===== config.mk =====
export PLATFORM = sky130hd
export DESIGN_NAME = nms_check_proc
export DESIGN_NICKNAME = d
export VERILOG_FILES = /design/src/rtl/nms_pkg.sv /design/src/rtl/nms_msg_build.sv /design/src/rtl/nms_min_track.sv /design/src/rtl/nms_row_store.sv /design/src/rtl/nms_check_proc.sv
export SDC_FILE = /design/constraint.sdc
export NUM_CORES = 1
export LEC_CHECK = 0
export BUFFER_PORTS_ARGS = -buffer_cell sky130_fd_sc_hd__buf_2
export CAP_MARGIN = 20
export CORE_UTILIZATION = 36
export CTS_BUF_LIST = sky130_fd_sc_hd__clkbuf_4
export DETAILED_ROUTE_END_ITERATION = 7
export PLACE_DENSITY = 0.49
export RECOVER_POWER = 100
export SETUP_SLACK_MARGIN = 0.2
export SKIP_CTS_REPAIR_TIMING = 1
export SYNTH_ARGS = -nofsm -noshare
export SYNTH_HDL_FRONTEND = slang
export SYNTH_SLANG_ARGS = --single-unit

===== constraint.sdc =====
create_clock -name clk -period 24.3 [get_ports clk]
set_input_delay 4.86 -clock clk [delete_from_list [all_inputs] [get_ports clk]]
set_output_delay 4.86 -clock clk [all_outputs]
set_load 0.005 [all_outputs]

===== src/rtl/nms_pkg.sv =====
package nms_pkg;
    typedef enum logic [1:0] {
        ST_IDLE  = 2'd0,
        ST_ACCUM = 2'd1,
        ST_NORM  = 2'd2,
        ST_EMIT  = 2'd3
    } nms_state_e;
endpackage


===== src/rtl/nms_msg_build.sv =====
// Rebuilds one edge's check message from compressed row state.
module nms_msg_build #(
    parameter int W  = 8,
    parameter int MW = W - 1,
    parameter int IW = 5
) (
    input  logic [MW-1:0] r0,
    input  logic [MW-1:0] r1,
    input  logic [IW-1:0] min_idx,
    input  logic [IW-1:0] edge_idx,
    input  logic          tot_sign,
    input  logic          own_sign,
    output logic [W-1:0]  msg
);
    logic [MW-1:0] mag;
    logic [W-1:0]  pos;

    always_comb begin
        mag = (edge_idx == min_idx) ? r1 : r0;
        pos = {1'b0, mag};
        msg = (tot_sign ^ own_sign) ? (~pos + 1'b1) : pos;
    end
endmodule


===== src/rtl/nms_min_track.sv =====
// Running first and second minimum with index of the first.
module nms_min_track #(
    parameter int MW = 7,
    parameter int IW = 5
) (
    input  logic          clk,
    input  logic          rst_n,
    input  logic          clear,
    input  logic          en,
    input  logic [MW-1:0] mag,
    input  logic [IW-1:0] edge_idx,
    output logic [MW-1:0] min0,
    output logic [MW-1:0] min1,
    output logic [IW-1:0] min_idx
);
    always_ff @(posedge clk or negedge rst_n) begin
        if (!rst_n) begin
            min0    <= '1;
            min1    <= '1;
            min_idx <= '0;
        end else if (clear) begin
            min0    <= '1;
            min1    <= '1;
            min_idx <= '0;
        end else if (en) begin
            if (mag < min0) begin
                min1    <= min0;
                min0    <= mag;
                min_idx <= edge_idx;
            end else if (mag < min1) begin
                min1 <= mag;
            end
        end
    end

    assert_min_order_R4: assert property (@(posedge clk) disable iff (!rst_n)
        min0 <= min1);

    assert_min_shift_R4: assert property (@(posedge clk) disable iff (!rst_n)
        (en && !clear && mag < min0) |=> (min1 == $past(min0)));
endmodule


===== src/rtl/nms_row_store.sv =====
// Compressed check state, one entry per row.
module nms_row_store #(
    parameter int ROWS = 4,
    parameter int MW   = 7,
    parameter int IW   = 5,
    parameter int DMAX = 20,
    parameter int RW   = 2
) (
    input  logic            clk,
    input  logic            rst_n,
    input  logic            we,
    input  logic [RW-1:0]   row,
    input  logic [MW-1:0]   wr_r0,
    input  logic [MW-1:0]   wr_r1,
    input  logic [IW-1:0]   wr_idx,
    input  logic            wr_tot,
    input  logic [DMAX-1:0] wr_sgn,
    output logic [MW-1:0]   rd_r0,
    output logic [MW-1:0]   rd_r1,
    output logic [IW-1:0]   rd_idx,
    output logic            rd_tot,
    output logic [DMAX-1:0] rd_sgn
);
    logic [MW-1:0]   r0_q  [ROWS];
    logic [MW-1:0]   r1_q  [ROWS];
    logic [IW-1:0]   idx_q [ROWS];
    logic            tot_q [ROWS];
    logic [DMAX-1:0] sgn_q [ROWS];

    for (genvar g = 0; g < ROWS; g++) begin : g_row
        always_ff @(posedge clk or negedge rst_n) begin
            if (!rst_n) begin
                r0_q[g]  <= '0;
                r1_q[g]  <= '0;
                idx_q[g] <= '0;
                tot_q[g] <= 1'b0;
                sgn_q[g] <= '0;
            end else if (we && row == RW'(g)) begin
                r0_q[g]  <= wr_r0;
                r1_q[g]  <= wr_r1;
                idx_q[g] <= wr_idx;
                tot_q[g] <= wr_tot;
                sgn_q[g] <= wr_sgn;
            end
        end
    end

    always_comb begin
        rd_r0  = r0_q[row];
        rd_r1  = r1_q[row];
        rd_idx = idx_q[row];
        rd_tot = tot_q[row];
        rd_sgn = sgn_q[row];
    end

    assert_scaled_order_R6: assert property (@(posedge clk) disable iff (!rst_n)
        we |-> (wr_r0 <= wr_r1));
endmodule


===== src/rtl/nms_check_proc.sv =====
module nms_check_proc
    import nms_pkg::*;
#(
    parameter  int W    = 8,
    parameter  int DMAX = 20,
    parameter  int ROWS = 4,
    localparam int RW   = (ROWS > 1) ? $clog2(ROWS) : 1,
    localparam int DW   = $clog2(DMAX + 1)
) (
    input  logic          clk,
    input  logic          rst_n,
    input  logic          start,
    input  logic [RW-1:0] row_sel,
    input  logic [DW-1:0] degree,
    input  logic          in_valid,
    input  logic [W-1:0]  in_post,
    output logic          ready,
    output logic          out_valid,
    output logic [W-1:0]  out_post,
    output logic          out_last
);
    localparam int MW = W - 1;
    localparam int IW = (DMAX > 1) ? $clog2(DMAX) : 1;
    localparam logic [W-1:0] SMIN = {1'b1, {MW{1'b0}}};
    localparam logic [W-1:0] SMAX = {1'b0, {MW{1'b1}}};

    nms_state_e state_q, state_d;

    logic [DW-1:0]   deg_q;
    logic [RW-1:0]   row_q;
    logic [IW-1:0]   cnt_q;
    logic [W-1:0]    qbuf [DMAX];
    logic [DMAX-1:0] sgn_acc;
    logic            tot_acc;

    logic [MW-1:0]   st_r0, st_r1, min0, min1, r0_new, r1_new, q_mag;
    logic [IW-1:0]   st_idx, min_idx;
    logic            st_tot;
    logic [DMAX-1:0] st_sgn;
    logic [W-1:0]    msg, q_sat, q_neg;
    logic [W:0]      q_wide, sum_wide;
    logic            accept, last_edge, row_open;

    function automatic logic [W-1:0] clamp_w(input logic [W:0] v);
        if (v[W] ^ v[W-1]) return v[W] ? SMIN : SMAX;
        return v[W-1:0];
    endfunction

    // ---------------- helpers ----------------
    nms_row_store #(.ROWS(ROWS), .MW(MW), .IW(IW), .DMAX(DMAX), .RW(RW)) u_store (
        .clk(clk), .rst_n(rst_n),
        .we(state_q == ST_NORM), .row(row_q),
        .wr_r0(r0_new), .wr_r1(r1_new), .wr_idx(min_idx),
        .wr_tot(tot_acc), .wr_sgn(sgn_acc),
        .rd_r0(st_r0), .rd_r1(st_r1), .rd_idx(st_idx),
        .rd_tot(st_tot), .rd_sgn(st_sgn)
    );

    // In ACCUM the store holds the old state; in EMIT it holds the new one.
    nms_msg_build #(.W(W), .MW(MW), .IW(IW)) u_msg (
        .r0(st_r0), .r1(st_r1), .min_idx(st_idx), .edge_idx(cnt_q),
        .tot_sign(st_tot), .own_sign(st_sgn[cnt_q]), .msg(msg)
    );

    nms_min_track #(.MW(MW), .IW(IW)) u_min (
        .clk(clk), .rst_n(rst_n),
        .clear(state_q == ST_IDLE && start),
        .en(accept), .mag(q_mag), .edge_idx(cnt_q),
        .min0(min0), .min1(min1), .min_idx(min_idx)
    );

    // ---------------- datapath ----------------
    always_comb begin
        accept    = (state_q == ST_ACCUM) && in_valid;
        last_edge = (DW'(cnt_q) == deg_q - DW'(1));
        row_open  = (state_q == ST_ACCUM);
        q_wide    = {in_post[W-1], in_post} - {msg[W-1], msg};
        q_sat     = clamp_w(q_wide);
        q_neg     = ~q_sat + 1'b1;
        if (q_sat == SMIN)      q_mag = {MW{1'b1}};
        else if (q_sat[W-1])    q_mag = q_neg[MW-1:0];
        else                    q_mag = q_sat[MW-1:0];
        r0_new    = min0 - (min0 >> 2);
        r1_new    = min1 - (min1 >> 2);
        sum_wide  = {qbuf[cnt_q][W-1], qbuf[cnt_q]} + {msg[W-1], msg};
    end

    // ---------------- state register ----------------
    always_ff @(posedge clk or negedge rst_n) begin
        if (!rst_n) state_q <= ST_IDLE;
        else        state_q <= state_d;
    end

    always_comb begin
        state_d = state_q;
        unique case (state_q)
            ST_IDLE:  if (start)                state_d = ST_ACCUM;
            ST_ACCUM: if (accept && last_edge)  state_d = ST_NORM;
            ST_NORM:                            state_d = ST_EMIT;
            ST_EMIT:  if (last_edge)            state_d = ST_IDLE;
            default:                            state_d = ST_IDLE;
        endcase
    end

    // ---------------- row registers ----------------
    always_ff @(posedge clk or negedge rst_n) begin
        if (!rst_n) begin
            deg_q   <= '0;
            row_q   <= '0;
            cnt_q   <= '0;
            sgn_acc <= '0;
            tot_acc <= 1'b0;
        end else begin
            unique case (state_q)
                ST_IDLE: if (start) begin          // degree captured here
                    deg_q   <= degree;
                    row_q   <= row_sel;
                    cnt_q   <= '0;
                    sgn_acc <= '0;
                    tot_acc <= 1'b0;
                end
                ST_ACCUM: if (accept) begin
                    sgn_acc[cnt_q] <= q_sat[W-1];
                    tot_acc        <= tot_acc ^ q_sat[W-1];
                    cnt_q          <= last_edge ? '0 : cnt_q + 1'b1;
                end
                ST_NORM: cnt_q <= '0;
                ST_EMIT: cnt_q <= last_edge ? '0 : cnt_q + 1'b1;
                default: cnt_q <= '0;
            endcase
        end
    end

    always_ff @(posedge clk) begin
        if (accept) qbuf[cnt_q] <= q_sat;
    end

    // ---------------- outputs ----------------
    always_comb begin
        ready     = (state_q == ST_IDLE);
        out_valid = (state_q == ST_EMIT);
        out_last  = (state_q == ST_EMIT) && last_edge;
        out_post  = (state_q == ST_EMIT) ? clamp_w(sum_wide) : '0;
    end

    // ---------------- assertions ----------------
    assert_deg_range_R9: assert property (@(posedge clk) disable iff (!rst_n)
        (start && ready) |-> (degree != '0 && degree <= DW'(DMAX)));

    assert_count_bound_R9: assert property (@(posedge clk) disable iff (!rst_n)
        row_open |-> (DW'(cnt_q) < deg_q));

    assert_norm_then_emit_R12: assert property (@(posedge clk) disable iff (!rst_n)
        (state_q == ST_NORM) |=> out_valid);

    assert_last_to_idle_R8: assert property (@(posedge clk) disable iff (!rst_n)
        out_last |=> (ready && !out_valid));
endmodule


# == Yosys cells after proc, flatten, opt, wreduce, memory -nomap -nowiden ==
# Memory sizes are Yosys's and may differ from the RTL's.
# Cells that the tools add are included.
# totals
in_bits,19
word_cells,143
mem_count,1
mem_bits_rw,160
output_inout_bits,11
register_bits,214
# op_classes
addsub,8
n_reduce_logical,21
n_bitwise,7
magnitude_cmp,5
mux,59
eq_ne,13
# memory_table
name,words,word_bits,rd,rd_ports_with_merged_regs,write_ports,line,text
qbuf,20,8,1,0,1,nms_check_proc.sv:32,logic [W-1:0] qbuf [DMAX];
# op_table
op,n
$mux 7,14
$mux 20,4
$mux 8,8
$bmux 20 s2,1
$mux 5,8
$pmux 20 s2,1
$bmux 7 s2,2
$bwmux 20,1
$pmux 5 s4,1
$lt 7x7->1,2
$sub 7x5->7,2
$bmux 5 s2,1
$eq 5x5->1,2
$mux 1,10
$add 8x8->9,1
$logic_and 1x1->1,9
$sub 8x8->9,1
$add 8x1->8 const B,1
$eq 2x2->1 const B,4
$eq 8x8->1 const B,1
$not 7->8,1
$pmux 2 s4,1
$reduce_and 2->1,4
$add 7x1->7 const B,1
other kinds (20),32

# == Depth between registers and ports, before layout ==
# Gate-level depths: netlist of run 1.
# depth
word_depth,22
depth_mapped,44
ltp_nobuf,36

# == Modules after synthesis ==
# Synthesis of run 1 repeated with hierarchy kept, for this count alone.
# hier_totals
cells_unflattened,1262
area_unflattened_um2,18222.5
# by_module_without_submodules
module,n_inst,cells_each,area_each_um2
nms_check_proc,1,706,9753.1
nms_row_store,1,390,6874.1
nms_min_track,1,120,1234.9
nms_msg_build,1,46,360.3

# == Least setup slack after synthesis of run 1 ==
# No wires, ideal clock.
# synth_path
path_kind,reg-to-output
start,register cnt_q[0]
end,output out_post[0]
path_stages_with_launch,20
setup_slack_ns,13.792
arrival_ns,5.648
cell_sequence,dfrtp_1 > buf_2 > buf_2 > clkbuf_1 > buf_1 > buf_1 > mux4_2 > o22ai_1 > nor2_1 > ha_1 > a21o_1 > a21oi_1 > nor2b_1 > o31ai_1 > maj3_1 > a21o_1 > maj3_1 > a221o_1 > clkbuf_1 > o21ai_1
# synth_between
elab_chain_len,10
word_cells_on_any_way,16
classes_between,2 x add/sub; 1 x eq/ne; 9 x mux; 3 x bitwise; 1 x memory
# synth_lines
element,line,text
"start, declared",nms_check_proc.sv:31,logic [IW-1:0] cnt_q;
"start signal, assigned",nms_check_proc.sv:125,cnt_q <= last_edge ? '0 : cnt_q + 1'b1;
"start signal, assigned",nms_check_proc.sv:128,ST_EMIT: cnt_q <= last_edge ? '0 : cnt_q + 1'b1;
$eq 5x5->1,nms_msg_build.sv:19,mag = (edge_idx == min_idx) ? r1 : r0;
$mux 7,nms_msg_build.sv:19,
$not 7->8,nms_msg_build.sv:21,msg = (tot_sign ^ own_sign) ? (~pos + 1'b1) : pos;
$add 8x1->8,nms_msg_build.sv:21,
$mux 8,nms_msg_build.sv:21,
$add 8x8->9 *,nms_check_proc.sv:85,"sum_wide = {qbuf[cnt_q][W-1], qbuf[cnt_q]} + {msg[W-1], msg};"
$mux 8 / $xor 1x1->1 (equally long branches),nms_check_proc.sv:45,if (v[W] ^ v[W-1]) return v[W] ? SMIN : SMAX;
$mux 8 / $mux 1 (equally long branches),nms_check_proc.sv:45,
$mux 8 *,nms_check_proc.sv:46,return v[W-1:0];
$mux 8 *,nms_check_proc.sv:143,out_post = (state_q == ST_EMIT) ? clamp_w(sum_wide) : '0;
"end, declared",nms_check_proc.sv:19,"output logic [W-1:0] out_post,"
# Mark *: on every way between the ends. The rest lies on a longest branch, timed or not. The select of a mux whose other input is x is not followed.

# == Worst setup path in the final report of run 1 ==
# layout_path
start,register row_q[1]
end,output out_post[6]
# layout_between
elab_chain_len,14
word_cells_on_any_way,31
classes_between,2 x add/sub; 1 x eq/ne; 24 x mux; 4 x bitwise
# layout_lines
element,line,text
"start, declared",nms_check_proc.sv:30,logic [RW-1:0] row_q;
"start signal, assigned",nms_check_proc.sv:117,row_q <= row_sel;
$not 2->3 (implied by the code) *,--,
$bmux 5 s2,nms_row_store.sv:51,rd_idx = idx_q[row];
$mux 5 (implied by the code) (2 in a row),nms_row_store.sv:51,
$eq 5x5->1,nms_msg_build.sv:19,
$mux 7,nms_msg_build.sv:19,
$not 7->8,nms_msg_build.sv:21,
$add 8x1->8,nms_msg_build.sv:21,
$mux 8 *,nms_msg_build.sv:21,
$add 8x8->9 *,nms_check_proc.sv:85,
$mux 8 / $xor 1x1->1 (equally long branches),nms_check_proc.sv:45,
$mux 8 / $mux 1 (equally long branches),nms_check_proc.sv:45,
$mux 8 *,nms_check_proc.sv:46,
$mux 8 *,nms_check_proc.sv:143,
# Marks and branches as above.

==> tab_implementation.tex, run 1 <==
\begin{tabular}{lr}
\hline
Metric & Value \\
\hline
\multicolumn{2}{l}{\textbf{Status}} \\
\quad Outcome & complete, but fails checks \\
\quad Violated checks & capacitance limit, slew limit \\
\multicolumn{2}{l}{\textbf{Layout}} \\
\quad Nets & 1612 \\
\quad Area occupied by multi-input gates & 7510 sq um \\
\quad Filler Cells Inserted & 4860 \\
\quad Area added between synthesis and finish & 11.5\% \\
\quad Register area & 10200 sq um \\
\quad Fraction of final layout cells sized beyond drive strength 1 & 23.9\% \\
\multicolumn{2}{l}{\textbf{Worst setup path}} \\
\quad Critical R2R Launch & row\_q[1] \\
\quad Kind of critical path & reg -> out \\
\quad Crit path cell chain & clkbuf\_1 > mux2i\_1 > xnor2\_1 > nor4\_1 > a32oi\_2 > clkbuf\_1 > mux2i\_1 > ha\_1 > nor2\_1 > a21oi\_1 > ha\_1 > a21o\_1 > a21oi\_1 > nor2b\_1 > o31ai\_1 > maj3\_1 > a21o\_1 > maj3\_1 > a221o\_1 > a21oi\_1 > clkbuf\_1 \\
\quad Highest net fanout along the worst path & 31 \\
\quad Kind of start point of the critical path & flop \\
\quad Required time at the endpoint of the critical path & 19.44 ns \\
\quad Delay contributed by the slowest stage of the critical path & 1.50 ns \\
\quad Critical path's top delay family & buffers and inverters \\
\quad Number of cell instances on the worst register-to-register path & 39 \\
\quad Setup crit end kind & output pin \\
\quad R2r setup slk & 11.33 ns \\
\quad WP data arrival & 9.06 ns \\
\quad Number of buffer and inverter instances along the worst setup path & 3 \\
\quad Cell type of the slowest stage on the worst timing path & sky130\_fd\_sc\_hd\_\_clkbuf\_1 \\
\quad Reg2Reg Capture Point & u\_min.min1[3] \\
\multicolumn{2}{l}{\textbf{Synthesis}} \\
\quad Fraction of synthesized area in multiplexers & 15.4\% \\
\quad Summed instance area of the synthesized netlist & 18300 sq um \\
\quad Synthesized Nets & 1530 \\
\quad Compound-gate portion of the synthesized area & 9.24\% \\
\quad Async S/R FF share, synth & 57.2\% \\
\quad Synthesized netlist cell count & 1462 \\
\quad XOR/XNOR share of the synthesized area & 2.59\% \\
\quad Ys flop type & sky130\_fd\_sc\_hd\_\_dfrtp\_1 \\
\quad Basic-gate share of the synthesized area counting and, or, nand and nor cells & 10.2\% \\
\quad Netlist cell types & 84 \\
\quad Number of enable flip-flop cells after synthesis & 160 \\
\quad Sequential fraction of the synthesis area & 55.7\% \\
\quad Fraction of the mapped netlist area in adder cells & 3.85\% \\
\quad Average cell area after synthesis & 12.5 sq um \\
\quad Count of yosys warnings during synthesis & 0 \\
\quad Largest family of logic cells by synthesized area & multiplexers \\
\quad Synth Register Bits & 374 \\
\multicolumn{2}{l}{\textbf{Place}} \\
\quad Final RePlAce weighted congestion & 0.838 \\
\quad Total of buffers placed on input and output ports & 29 \\
\quad Detailed placement HPWL & 30.6 mm \\
\multicolumn{2}{l}{\textbf{Die}} \\
\quad Initial core utilization & 36.5\% \\
\quad Floorplan die width & 227 microns \\
\quad Die Outline Area & 51700 sq um \\
\quad Placeable Area & 50100 sq um \\
\quad Core Rows & 82 \\
\quad I/O pin cnt & 30 \\
\quad Vertical extent of the die & 227 microns \\
\multicolumn{2}{l}{\textbf{GRT}} \\
\quad GR met1 Demand/Resource & 25.3\% \\
\quad Highest-utilization routing layer at the global route stage & met2 \\
\quad Total Routing Usage GR & 18.7\% \\
\quad Largest net degree at the start of global routing & 82 \\
\quad Met3 routing resource usage after global routing & 4.25\% \\
\quad Global-route wire length before repair & 72.5 mm \\
\quad Antenna violations before repair & 2 \\
\quad Global route overflow & 0 \\
\quad Fraction of met2 tracks used by global routing & 29.4\% \\
\quad Vias in the first global route & 12400 \\
\multicolumn{2}{l}{\textbf{STA}} \\
\quad Final setup vio count & 0 \\
\quad Max transition margin & -192\% \\
\quad Slew Limit Fails & 513 \\
\quad Worst clock skew & 0.0820 ns \\
\quad Max Freq & 71.8 MHz \\
\quad Slew @ Worst Pin & 4.38 ns \\
\quad Unrepaired setup endpoints after global routing & no \\
\quad Count of final hold-check violations & 0 \\
\quad Sum Neg Setup Slack & 0 ns \\
\quad Final critical-path share of the clock period & 57.3\% \\
\quad Period minus WS final & 13.92 ns \\
\multicolumn{2}{l}{\textbf{Clocking}} \\
\quad Clock net sink count & 374 \\
\quad Clock insertion delay at the later pin of the skew report & 0.87 ns \\
\quad H-tree depth reported by CTS & 3 \\
\quad Clock tree from TritonCTS & yes \\
\quad Number of buffers added by the clock tree synthesis step & 103 \\
\quad Cell chosen for the clock root & sky130\_fd\_sc\_hd\_\_clkbuf\_4 \\
\quad Clock Tree Buf Depth & 3 \\
\quad Clock transition at the registers of the reported paths & 0.06 ns \\
\multicolumn{2}{l}{\textbf{Route}} \\
\quad Via/cell ratio & 5.15 \\
\quad Remaining number of nets flagged by the antenna check after routing & 0 \\
\quad \# DRC & 0 \\
\quad Via count of the routed design & 11800 \\
\quad WL per Instance & 20.0 microns \\
\quad Total detailed-routing wirelength & 46.0 mm \\
\quad DRC violation total after the first TritonRoute iteration & 586 \\
\quad TritonRoute pass-1 iters & 5 \\
\multicolumn{2}{l}{\textbf{Hold path}} \\
\quad Min-Delay Path Depth & 2 \\
\quad Capture endpoint of the worst hold path & u\_store.idx\_q[17] \\
\quad Worst min-delay path category & reg -> reg \\
\quad Hold path start & u\_store.idx\_q[17] \\
\multicolumn{2}{l}{\textbf{Flow run}} \\
\quad Count of maximum capacitance violations & 12 \\
\hline
\end{tabular}
-- final cells by class --
| type | instances | share of cell area (%) |
|---|---|---|
| diodes | 2 | 0.0246 |
| clock buffers | 169 | 6.23 |
| clock inverters | 17 | 0.602 |
| inverters | 50 | 0.921 |
| multi-input cells | 963 | 36.9 |
| flip-flops and latches | 374 | 50.0 |
| well taps | 672 | 4.13 |
| repair buffers | 52 | 1.25 |
-- flip-flops by register name, summed over array words and instances (netlist names), 2 cells and up --
signal and flops:
qbuf 160, u_store.sgn_q 80, u_store.r0_q 28, u_store.r1_q 28, sgn_acc 20, u_store.idx_q 20, u_min.min0 7, u_min.min1 7
cnt_q 5, deg_q 5, u_min.min_idx 5, u_store.tot_q 4, row_q 2, state_q 2
-- worst register-to-register path: cells and delay by family, from the launching register on --
family	cells	cell delay, ns
buffers and inverters	8	4.61
AO/OA/AOI/OAI	15	3.24
flip-flops	1	1.45
AND/OR/NAND/NOR	8	1.44
adder cells (fa/ha/maj)	4	1.13
multiplexers	2	0.53
XOR/XNOR	2	0.49
-- cell families after synthesis --
logic type | after synthesis
and+or+nand+nor | 415
DFF | 374
AOI/OAI and AO/OA | 257
muxes | 186
buffers and inverters | 125
adders and majority gates | 55
xor gates and xnor gates | 50
-- cells in the final DEF (no fill, tap or decap), types with 4 or more instances in the layout --
cell type                   instances
sky130_fd_sc_hd__mux4_2            66
sky130_fd_sc_hd__o22ai_1           19
sky130_fd_sc_hd__a21oi_1           40
sky130_fd_sc_hd__xnor2_1           39
sky130_fd_sc_hd__a31oi_1            5
sky130_fd_sc_hd__mux2_2            77
sky130_fd_sc_hd__and2_1             5
sky130_fd_sc_hd__buf_2             17
sky130_fd_sc_hd__clkinv_1          12
sky130_fd_sc_hd__buf_4              7
sky130_fd_sc_hd__dfrtp_1          197
sky130_fd_sc_hd__nor2_1           107
sky130_fd_sc_hd__nand3b_1           4
sky130_fd_sc_hd__or2_2              4
sky130_fd_sc_hd__edfxtp_1         160
sky130_fd_sc_hd__a22oi_1           10
sky130_fd_sc_hd__o31ai_1           12
sky130_fd_sc_hd__mux2i_1           35
sky130_fd_sc_hd__dfstp_2           14
sky130_fd_sc_hd__fa_1               4
sky130_fd_sc_hd__nand2_1          207
sky130_fd_sc_hd__clkbuf_1          24
sky130_fd_sc_hd__clkbuf_4         169
sky130_fd_sc_hd__nand4_1            6
sky130_fd_sc_hd__nor4_1             9
sky130_fd_sc_hd__inv_1             48
sky130_fd_sc_hd__or3_1              5
sky130_fd_sc_hd__o21ai_0           84
sky130_fd_sc_hd__maj3_1             6
sky130_fd_sc_hd__a2bb2oi_1          4
sky130_fd_sc_hd__o21ai_1            4
sky130_fd_sc_hd__a21o_1            13
sky130_fd_sc_hd__xor2_1             8
sky130_fd_sc_hd__a211oi_1          21
sky130_fd_sc_hd__o211ai_1          16
sky130_fd_sc_hd__ha_1              45
sky130_fd_sc_hd__nand3_1            8
sky130_fd_sc_hd__nor2b_1           15
sky130_fd_sc_hd__nor3_1            10
sky130_fd_sc_hd__nand2b_1          10
-- synthesized netlist by cell type, drive strengths merged, types with 27 or more instances --
cell type / count / share of area, %
mux2i: 38 / 2.2
a21oi: 40 / 1.1
clkbuf: 48 / 0.99
o21ai: 88 / 2.4
xnor2: 39 / 1.9
dfrtp: 200 / 27
mux4: 66 / 8.1
ha: 45 / 3.1
edfxtp: 160 / 26
inv: 48 / 0.99
mux2: 82 / 5.1
nor2: 108 / 2.2
nand2: 208 / 4.3
buf: 27 / 1.0
-- worst max-delay path by stage --
stage / from / endpoint / cells past startpoint
2_1_floorplan: cnt_q[0] / out_post[0] / 19
3_3_place_gp: row_q[1] / out_post[0] / 22
3_5_place_dp: row_q[1] / out_post[6] / 21
4_1_cts: row_q[1] / out_post[6] / 21
5_1_grt: row_q[1] / out_post[6] / 21
6_report: row_q[1] / out_post[6] / 21
-- layer usage --
layer | share of wire [%] | wire, microns
met2 | 46 | 21400
met3 | 4.6 | 2130
met1 | 47 | 21500
met4 | 2.1 | 979
met5 | 0 | 0
-- stage by stage --
stage	std cells	instance area, sq um	worst slack [ns]	util, %	hold slack, ns
2_1_floorplan	1462	18300	13.79	-	0.441
3_3_place_gp	2110	19100	13.17	38.2	0.456
3_5_place_dp	2111	19100	13.05	38.2	0.462
4_1_cts	2297	20500	12.06	41.0	0.476
5_1_grt	2299	20400	9.66	40.7	0.497
6_report	2299	20400	10.38	40.7	0.472
Power of run 1 is left out: the tool's default activity adds up to more than one toggle a clock period on the data nets, which glitch-free logic cannot reach.
==> inputs of run 2 (changes only) <==
Settings changed: PLACE_DENSITY 0.49 to 0.5.
Clock period 24.3 ns to 11.6 ns, I/O delays scaled along.
==> run 2 against run 1 <==
  * The run still ends with capacitance limit, slew limit left
  * Cell area decreased by 0.41%
  * Wire length down 0.18%
  * First-iteration DRC count grew 1.9%
  * Cell count shrank 0.61%
  * Global-route usage is 0.083 points lower
  * Clock-buffer cell count down 23
  * Sequential share of layout area up 0.21 points
  * Via count is essentially flat
  * Flip-flop and latch count unchanged
  * Worst setup slack lost 9.1 ns
  * Critical path type unchanged
==> tab_implementation.tex, run 2 (same netlist as run 1, synthesis figures left out) <==
\begin{tabular}{lr}
\hline
Metric & Value \\
\hline
\multicolumn{2}{l}{\textbf{Route}} \\
\quad DRC violation total after the first TritonRoute iteration & 597 (+1.9\%) \\
\quad \# DRC & 0 (unchanged) \\
\quad Via count of the routed design & 11800 (+0.051\%) \\
\quad WL per Instance & 20.1 microns (+0.43\%) \\
\quad Via/cell ratio & 5.18 (+0.66\%) \\
\quad Remaining number of nets flagged by the antenna check after routing & 0 (unchanged) \\
\quad Total detailed-routing wirelength & 46.0 mm (-0.18\%) \\
\quad TritonRoute pass-1 iters & 5 (unchanged) \\
\multicolumn{2}{l}{\textbf{Layout}} \\
\quad Register area & 10200 sq um (unchanged) \\
\quad Nets & 1609 (-0.19\%) \\
\quad Flip-flop count of the largest register after layout & 160 (unchanged) \\
\quad Fraction of final layout cells sized beyond drive strength 1 & 23.2\% (-0.76 points) \\
\quad Largest registers & qbuf (160), u\_store.sgn\_q (80) \\
\quad Area occupied by multi-input gates & 7540 sq um (+0.48\%) \\
\quad Filler Cells Inserted & 4845 (-0.31\%) \\
\quad Final core utilization & 40.5\% (-0.17 points) \\
\quad Area added between synthesis and finish & 11.0\% \\
\quad Most flops, register & qbuf \\
\quad Top library cells by usage in the layout, fill and taps aside & sky130\_fd\_sc\_hd\_\_nand2\_1, sky130\_fd\_sc\_hd\_\_dfrtp\_1, sky130\_fd\_sc\_hd\_\_edfxtp\_1 \\
\quad Most common library cell in the layout ignoring fill and taps & sky130\_fd\_sc\_hd\_\_nand2\_1 \\
\multicolumn{2}{l}{\textbf{Clocking}} \\
\quad Cell chosen for the clock root & sky130\_fd\_sc\_hd\_\_clkbuf\_4 \\
\quad Clock tree from TritonCTS & yes \\
\quad H-tree depth reported by CTS & 3 (unchanged) \\
\quad Clock net sink count & 374 (unchanged) \\
\quad Clock insertion delay at the later pin of the skew report & 0.87 ns (about the same) \\
\quad Clock Tree Buf Depth & 3 (unchanged) \\
\quad Clock transition at the registers of the reported paths & 0.06 ns (about the same) \\
\quad Number of buffers added by the clock tree synthesis step & 100 (-2.9\%) \\
\multicolumn{2}{l}{\textbf{Flow run}} \\
\quad Count of maximum capacitance violations & 9 (-3) \\
\multicolumn{2}{l}{\textbf{Status}} \\
\quad Outcome & complete, but fails checks \\
\quad Violated checks & capacitance limit, slew limit \\
\multicolumn{2}{l}{\textbf{Die}} \\
\quad Core Rows & 82 (unchanged) \\
\quad I/O pin cnt & 30 (unchanged) \\
\quad Floorplan die width & 227 microns (unchanged) \\
\quad Initial core utilization & 36.5\% (unchanged) \\
\quad Placeable Area & 50100 sq um (unchanged) \\
\quad Die Outline Area & 51700 sq um (unchanged) \\
\quad Vertical extent of the die & 227 microns (unchanged) \\
\multicolumn{2}{l}{\textbf{GRT}} \\
\quad Global route overflow & 0 (unchanged) \\
\quad Antenna violations before repair & 2 (unchanged) \\
\quad Vias in the first global route & 12200 (-1.8\%) \\
\quad Largest net degree at the start of global routing & 81 (-1.2\%) \\
\quad Total Routing Usage GR & 18.6\% (-0.083 points) \\
\quad Global-route wire length before repair & 72.0 mm (-0.64\%) \\
\multicolumn{2}{l}{\textbf{Worst setup path}} \\
\quad Required time at the endpoint of the critical path & 9.28 ns (-10.16 ns) \\
\quad Number of buffer and inverter instances along the worst setup path & 2 (-1) \\
\quad Kind of critical path & reg -> out \\
\quad Cell count along the critical path & 21 (unchanged) \\
\quad Reg2Reg Capture Point & u\_min.min1[1] \\
\quad Delay contributed by the slowest stage of the critical path & 1.22 ns (-0.28 ns) \\
\quad Setup crit end kind & output pin \\
\quad Worst setup path startpoint & row\_q[1] \\
\quad Kind of start point of the critical path & flop \\
\quad Crit path cell chain & buf\_4 > mux2i\_1 > xnor2\_1 > nor4\_1 > a32oi\_1 > mux2i\_1 > ha\_1 > nor2\_1 > a21oi\_1 > ha\_1 > a21o\_1 > a21oi\_1 > nor2b\_1 > o31ai\_1 > maj3\_1 > a21o\_1 > maj3\_1 > a221o\_1 > nand3\_1 > o21ai\_1 > clkbuf\_2 \\
\quad Number of cell instances on the worst register-to-register path & 32 (-18\%) \\
\quad Capture point of the critical path & out\_post[1] \\
\quad Highest net fanout along the worst path & 37 (+19\%) \\
\quad Critical R2R Launch & row\_q[1] \\
\quad Critical path's top delay family & compound AO/OA/AOI/OAI gates \\
\quad WP data arrival & 8.04 ns (-1.02 ns) \\
\quad Cell type of the slowest stage on the worst timing path & sky130\_fd\_sc\_hd\_\_a32oi\_1 \\
\quad R2r setup slk & 1.39 ns (-9.94 ns) \\
\multicolumn{2}{l}{\textbf{Place}} \\
\quad Detailed placement HPWL & 30.6 mm (about the same) \\
\quad Final RePlAce weighted congestion & 0.804 (-4.0\%) \\
\quad Total of buffers placed on input and output ports & 29 (unchanged) \\
\multicolumn{2}{l}{\textbf{STA}} \\
\quad Slew @ Worst Pin & 4.24 ns (-0.135 ns) \\
\quad Sum Neg Setup Slack & 0 ns (unchanged) \\
\quad Max Freq & 96.5 MHz \\
\quad Count of final hold-check violations & 0 (unchanged) \\
\quad Period minus WS final & 10.36 ns \\
\quad Unrepaired setup endpoints after global routing & no \\
\quad Slew Limit Fails & 355 (-31\%) \\
\quad Max transition margin & -183\% (+9.0 points) \\
\quad Final setup vio count & 0 (unchanged) \\
\quad Final critical-path share of the clock period & 89.3\% \\
\quad Hold WS & 0.474 ns (+0.00171 ns) \\
\quad Worst clock skew & 0.0674 ns (-0.0146 ns) \\
\multicolumn{2}{l}{\textbf{Hold path}} \\
\quad Worst min-delay path category & reg -> reg \\
\hline
\end{tabular}
[run 2: changes by cell type in the layout (fill, tap and decap cells not counted), moves of 2 or more]
cell	before	now
sky130_fd_sc_hd__clkbuf_4	169	146
sky130_fd_sc_hd__clkinv_1	12	18
sky130_fd_sc_hd__buf_4	7	9
sky130_fd_sc_hd__clkbuf_1	24	22
sky130_fd_sc_hd__clkinv_4	2	0
sky130_fd_sc_hd__diode_2	2	4
[run 2: per-stage QoR]
stage / cells / cell area [sq um] / worst slack, ns
2_1_floorplan: 1462 / 18300 / 3.63
3_3_place_gp: 2110 / 19100 / 2.16
3_5_place_dp: 2110 / 19100 / 1.92
4_1_cts: 2280 / 20400 / 1.51
5_1_grt: 2285 / 20300 / 0.577
6_report: 2285 / 20300 / 1.24
[run 2: worst min-delay path by stage]
stage | start | to | slack, ns | depth (start not counted)
2_1_floorplan | u_store.sgn_q[61] | u_store.sgn_q[61] | 0.44 | 2
3_3_place_gp | u_store.sgn_q[63] | u_store.sgn_q[63] | 0.45 | 2
3_5_place_dp | u_store.sgn_q[61] | u_store.sgn_q[61] | 0.46 | 2
4_1_cts | u_store.sgn_q[61] | u_store.sgn_q[61] | 0.48 | 2
5_1_grt | u_store.sgn_q[66] | u_store.sgn_q[66] | 0.50 | 2
6_report | u_store.sgn_q[61] | u_store.sgn_q[61] | 0.47 | 2
[run 2: final cells by class]
type	count	area share (%)
antenna	4	0.0493
tap	672	4.15
timing repair buffer	52	1.25
clock buffer	146	5.40
clock inverter	24	0.839
sequential	374	50.2
multi-input combinational	963	37.2
inverter	50	0.925
[run 2: per-layer routing]
metal | up-vias | global-route usage, % | share of wire [%]
met4 | 0 | 5.89 | 2.3
met5 | - | 0 | 0
met1 | 5943 | 25.9 | 47
met3 | 80 | 4.23 | 4.4
li1 | 5573 | - | -
met2 | 250 | 28.9 | 46
[run 2: tightest hold or removal path, stage by stage (launching register included)]
cell	delay, ns
sky130_fd_sc_hd__dfrtp_1	0.34
sky130_fd_sc_hd__nand2_1	0.05
sky130_fd_sc_hd__nand2_1	0.06
Power of run 2 is left out for the same reason.
